**config.mk**
```make
export PLATFORM = sky130hd
export DESIGN_NAME = cmp_watchdog
export DESIGN_NICKNAME = d
export VERILOG_FILES = /design/src/rtl/cmpwdt_pkg.sv /design/src/rtl/cmpwdt_sync.sv /design/src/rtl/cmpwdt_src.sv /design/src/rtl/cmpwdt_regs.sv /design/src/rtl/cmpwdt_core.sv /design/src/rtl/cmp_watchdog.sv
export SDC_FILE = /design/constraint.sdc
export NUM_CORES = 1
export LEC_CHECK = 0
export CAP_MARGIN = 20
export CORE_MARGIN = 4
export CORE_UTILIZATION = 35
export CTS_BUF_LIST = sky130_fd_sc_hd__clkbuf_4
export DETAILED_ROUTE_END_ITERATION = 16
export PLACE_DENSITY = 0.67
export SLEW_MARGIN = 20
export SYNTH_ARGS = -nofsm -noshare
export SYNTH_HDL_FRONTEND = slang
export SYNTH_SLANG_ARGS = --single-unit
```
**constraint.sdc**
```tcl
create_clock -name clk -period 1.6 [get_ports clk]
set_input_delay 0.24 -clock clk [delete_from_list [all_inputs] [get_ports clk]]
set_output_delay 0.24 -clock clk [all_outputs]
set_load 0.005 [all_outputs]
```
**src/rtl/cmpwdt_pkg.sv**
```systemverilog
package cmpwdt_pkg;
  localparam int CNT_W   = 7;
  localparam int SYNC_N  = 2;

  typedef enum logic {
    ACT_IRQ   = 1'b0,
    ACT_RESET = 1'b1
  } match_act_e;
endpackage

```
**src/rtl/cmpwdt_sync.sv**
```systemverilog
module cmpwdt_sync #(
  parameter int STAGES = cmpwdt_pkg::SYNC_N
) (
  input  logic clk,
  input  logic rst,
  input  logic async_in,
  output logic rise_pulse
);
  localparam int MSB = STAGES - 1;

  logic [STAGES-1:0] chain;
  logic              last;

  genvar g;
  generate
    for (g = 0; g < STAGES; g++) begin : g_stage
      if (g == 0) begin : g_first
        always_ff @(posedge clk) begin
          if (rst) chain[g] <= 1'b0;
          else     chain[g] <= async_in;
        end
      end else begin : g_next
        always_ff @(posedge clk) begin
          if (rst) chain[g] <= 1'b0;
          else     chain[g] <= chain[g-1];
        end
      end
    end
  endgenerate

  always_ff @(posedge clk) begin
    if (rst) last <= 1'b0;
    else     last <= chain[MSB];
  end

  assign rise_pulse = chain[MSB] & ~last;

  AST_ONE_PULSE: assert property (@(posedge clk) disable iff (rst)
    rise_pulse |=> !rise_pulse);
endmodule

```
**src/rtl/cmpwdt_src.sv**
```systemverilog
module cmpwdt_src (
  input  logic clk,
  input  logic rst,
  input  logic base_tick,
  input  logic base_clr,
  input  logic alt_pulse,
  input  logic sel_alt,
  output logic tick
);
  logic armed;

  always_ff @(posedge clk) begin
    if (rst)           armed <= 1'b0;
    else if (base_clr) armed <= 1'b1;
  end

  always_comb begin
    if (sel_alt) tick = alt_pulse;
    else         tick = base_tick & armed;
  end

  AST_ARM_STAYS: assert property (@(posedge clk) disable iff (rst)
    armed |=> armed);
endmodule

```
**src/rtl/cmpwdt_regs.sv**
```systemverilog
module cmpwdt_regs #(
  parameter int CW = cmpwdt_pkg::CNT_W
) (
  input  logic          clk,
  input  logic          rst,
  input  logic          wr_en,
  input  logic [CW:0]   wr_data,
  output logic [CW-1:0] limit,
  output logic          clr_pend
);
  localparam logic [CW-1:0] LIMIT_RST = '1;

  always_ff @(posedge clk) begin
    if (rst) begin
      limit    <= LIMIT_RST;
      clr_pend <= 1'b0;
    end else begin
      clr_pend <= wr_en & wr_data[CW];
      if (wr_en) limit <= wr_data[CW-1:0];
    end
  end

  AST_CLR_SELF: assert property (@(posedge clk) disable iff (rst)
    clr_pend && !(wr_en && wr_data[CW]) |=> !clr_pend);
endmodule

```
**src/rtl/cmpwdt_core.sv**
```systemverilog
module cmpwdt_core #(
  parameter int CW = cmpwdt_pkg::CNT_W
) (
  input  logic                   clk,
  input  logic                   rst,
  input  logic                   tick,
  input  logic                   clr_pend,
  input  logic [CW-1:0]          limit,
  input  cmpwdt_pkg::match_act_e act,
  input  logic                   irq_clr,
  output logic [CW-1:0]          cnt,
  output logic                   irq_flag,
  output logic                   rst_req
);
  import cmpwdt_pkg::*;

  logic hit;

  assign hit = tick & ~clr_pend & (cnt == limit);

  always_ff @(posedge clk) begin
    if (rst) begin
      cnt      <= '0;
      irq_flag <= 1'b0;
      rst_req  <= 1'b0;
    end else begin
      if (clr_pend)  cnt <= '0;
      else if (hit)  cnt <= '0;
      else if (tick) cnt <= cnt + 1'b1;

      rst_req <= hit & (act == ACT_RESET);

      if (hit && act == ACT_IRQ) irq_flag <= 1'b1;
      else if (irq_clr)          irq_flag <= 1'b0;
    end
  end

  AST_CLR_ZERO: assert property (@(posedge clk) disable iff (rst)
    clr_pend |=> cnt == '0);
  AST_HOLD: assert property (@(posedge clk) disable iff (rst)
    !tick && !clr_pend |=> $stable(cnt));
  AST_IRQ_STICKY: assert property (@(posedge clk) disable iff (rst)
    irq_flag && !irq_clr |=> irq_flag);
  AST_RST_CAUSE: assert property (@(posedge clk) disable iff (rst)
    rst_req |-> $past(tick) && $past(act == ACT_RESET));
  AST_IRQ_MODE: assert property (@(posedge clk) disable iff (rst)
    $rose(irq_flag) |-> $past(act == ACT_IRQ) && $past(tick));
endmodule

```
**src/rtl/cmp_watchdog.sv**
```systemverilog
module cmp_watchdog #(
  parameter int CW    = cmpwdt_pkg::CNT_W,
  parameter int SYNCS = cmpwdt_pkg::SYNC_N
) (
  input  logic          clk,
  input  logic          rst,
  input  logic          wr_en,
  input  logic [CW:0]   wr_data,
  input  logic          act_reset,
  input  logic          base_tick,
  input  logic          base_clr,
  input  logic          alt_tick,
  input  logic          sel_alt,
  input  logic          irq_clr,
  output logic          irq_flag,
  output logic          cpu_rst_req,
  output logic [CW-1:0] count
);
  import cmpwdt_pkg::*;

  logic          alt_pulse;
  logic          tick;
  logic [CW-1:0] limit;
  logic          clr_pend;
  match_act_e    act;

  assign act = act_reset ? ACT_RESET : ACT_IRQ;

  cmpwdt_sync #(.STAGES(SYNCS)) u_sync (
    .clk(clk), .rst(rst), .async_in(alt_tick), .rise_pulse(alt_pulse)
  );

  cmpwdt_src u_src (
    .clk(clk), .rst(rst), .base_tick(base_tick), .base_clr(base_clr),
    .alt_pulse(alt_pulse), .sel_alt(sel_alt), .tick(tick)
  );

  cmpwdt_regs #(.CW(CW)) u_regs (
    .clk(clk), .rst(rst), .wr_en(wr_en), .wr_data(wr_data),
    .limit(limit), .clr_pend(clr_pend)
  );

  cmpwdt_core #(.CW(CW)) u_core (
    .clk(clk), .rst(rst), .tick(tick), .clr_pend(clr_pend), .limit(limit),
    .act(act), .irq_clr(irq_clr), .cnt(count), .irq_flag(irq_flag),
    .rst_req(cpu_rst_req)
  );

  AST_NO_TICK_UNSEL: assert property (@(posedge clk) disable iff (rst)
    !sel_alt && !base_tick && !clr_pend |=> $stable(count));
endmodule

```
==> impl_metrics.yaml <==
clocking:
  cts_setup_buffers: 0
  cts_hold_buf: 0
  clock-sinks: 21
  cts.htree.levels: 1
  clock_latency_ps: 300
  clockRootBuffer: "clkbuf_4"
  cts.path.max_buffers: 2
  cts-resized-gates: 0
  tritoncts: "done"
  clk_pin_slew_ps: 110
  cts_buffers: 3
die:
  die_w_um: 58.2
  io_pins: 26
  fp-row-count: 17
  start_util: 0.383
  die_area_um2: 3380
  core_um2: 2300
  fp.dieH_um: 58.2
route:
  vias_per_cell: 4.79
  drcViolationCount: 0
  drtIter0Drc: 10
  drt-total-wl_mm: 1.76
  wl_per_cell_um: 11.8
  dr.pass1.iters: 3
  vias: 714
  detail-route-antenna-nets: 0
setup_path:
  path_cells: "clkdlybuf4s50_1"
  worstReg2RegStart: "u_core.cnt[6]"
  worstPathMaxFanout: 5
  worstReg2RegEnd: "u_core.cnt[4]"
  end_kind: "output pin"
  max_stage_delay_ps: 550
  cp_top_family: "buffers and inverters"
  arrival_ps: 1300
  cp-startpoint: "u_core.cnt[0]"
  critical_path.endpoint: "count[0]"
  rr_worst_depth: 5
  rrSetupSlack_ps: 150
  crit_type: "flip-flop to output pin"
  required_ps: 1360
  worstSetupStartpointType: "flip-flop"
  path_buf_inv: 1
  crit_slowest_cell: "clkdlybuf4s50_1"
  path_depth: 1
power_and_ir_drop:
  p_clk_frac: 0.283
  p_per_area_nw_per_um2: 746
  p_int_w: 0.000729
  switching_power_w: 0.000204
  combPwrFrac: 0.120
  vdd_ir_drop_max_mv: 0.522
  leakage_nw: 0.474
  seq_power_share: 0.597
  switching_share: 0.219
placement:
  gp_congestion: 0.794
  numPortBuffers: 25
  place_area_um2: 1210
  hpwl_mm: 1.40
  pre_cts_slack_ps: -61.3
grt:
  grt_pass1_wl_mm: 2.95
  grt_pass1_vias: 657
  grtUsageTotal: 0.116
  antenna_found_initial: 0
  grt_max_degree: 16
  overflow: 0
final_layout:
  final_common_cell: "clkdlybuf4s50_1"
  diodes: 0
  layout_common_cells: "25 x clkdlybuf4s50_1, 19 x dfxtp_1, 10 x nor2b_1"
  fin_nets: 140
  post-route-cell-area_um2: 1250
  fill_cells: 222
  areaGrowthSynthToFinish_pct: 41.9
  drive_gt1_frac: 0.140
  utilization: 0.544
timing:
  setup_ws_ps: 56.5
  fmax_mhz: 648
  period_needed_ps: 1540
  tns_ps: 0
  relSlewSlack: 0.688
  worstMarginPinSlew_ps: 467
  clock-skew-final_ps: 2.72
  hold_violations: 0
  period_share: 0.965
  slew_viol_final: 0
  setup_viol: 0
  rsz0062_at_grt: "no"
yosys:
  yosys.area.top_type: "dfxtp_1"
  syn_nets: 105
  ys_ff_latch: 21
  synth-warning-count: 0
  yosys.area.top_type_share: 0.477
  synth_cell_types: 23
  seq_area_frac_synth: 0.477
  synth_area_leaders: "dfxtp_1 48%, nor2b_1 7.1%, a211o_1 7.0%"
  postSynthCellCount: 87
  synth_area_um2: 881
  avgSynthCellArea_um2: 10.1
run_status:
  status: "complete, no violations"
run:
  drv_cap: 0
hold_path:
  hold_class: "flip-flop to flip-flop"
cell type report:
cell class	instances	area [um^2]	area share
Clock buffer	4	30.0	0.0240
Tap cell	28	35.0	0.0280
Timing Repair Buffer	32	303	0.242
Inverter	1	3.75	0.00300
Sequential cell	21	423	0.338
Multi-Input combinational cell	63	455	0.364
stage by stage:
stage               hold slack [ps]  cells  power [W]
floorplan                       312     87   0.000619
global placement                417    145   0.000678
detailed placement              436    145   0.000680
CTS                             459    149   0.000946
global route                    472    149   0.000979
finish                          455    149   0.000933
routing by layer:
layer  global-route usage  vias to the layer above  routed length [um]
li1                     -                      372                   -
met3              0.00668                        5                  85
met4               0.0894                        0                  57
met2                0.187                       17                 798
met1                0.144                      320                 823
met5                    0                        -                   0
flip-flops by register name, indices dropped and copies added (netlist names):
register and cells:
u_sync.last 1, u_sync.chain 2, u_core.cnt 7, u_src.armed 1, u_regs.clr_pend 1, u_core.rst_req 1, u_core.irq_flag 1, u_regs.limit 7
cells in the mapped netlist:
cell type,n
dfxtp_1,21
nor2b_1,10
nor2_1,8
a211o_1,7
xor2_1,7
xnor2_1,6
nand2_1,5
a21oi_1,3
nand3_1,3
a211oi_1,2
clkbuf_1,2
nor4_1,2
a2111oi_2,1
a21boi_0,1
a311o_2,1
and3b_1,1
ha_1,1
inv_1,1
nand2b_1,1
nand3b_1,1
nand3b_4,1
nand4b_1,1
nor3b_1,1
how the worst min path moves through the flow:
stage | startpoint | endpoint | slack (ps) | cells past startpoint
6_report | u_sync.chain[0] | u_sync.chain[1] | 460 | 1
5_1_grt | u_sync.chain[0] | u_sync.chain[1] | 470 | 1
4_1_cts | u_sync.chain[0] | u_sync.chain[1] | 460 | 1
3_5_place_dp | u_sync.chain[0] | u_sync.chain[1] | 440 | 1
2_1_floorplan | rst | u_sync.chain[0] | 310 | 1
3_3_place_gp | u_sync.chain[0] | u_sync.chain[1] | 420 | 1
power groups by stage:
stage	Sequential, W	Clock [W]	Combinational (W)
2_1_floorplan	0.000566	0	0.0000526
4_1_cts	0.000557	0.000277	0.000111
6_report	0.000557	0.000264	0.000112
3_3_place_gp	0.000569	0	0.000109
5_1_grt	0.000560	0.000296	0.000123
3_5_place_dp	0.000569	0	0.000111
cell families (layout without fill, tap and decap cells):
group	count (synthesis)	in the layout	synth area share
XOR/XNOR	13	13	0.129
adder cells (fa/ha/maj)	1	1	0.0142
buffers and inverters	3	37	0.0128
AO/OA/AOI/OAI	15	15	0.142
AND/OR/NAND/NOR	34	34	0.224
flip-flops	21	21	0.477
(Power assumes the default switching activity.)
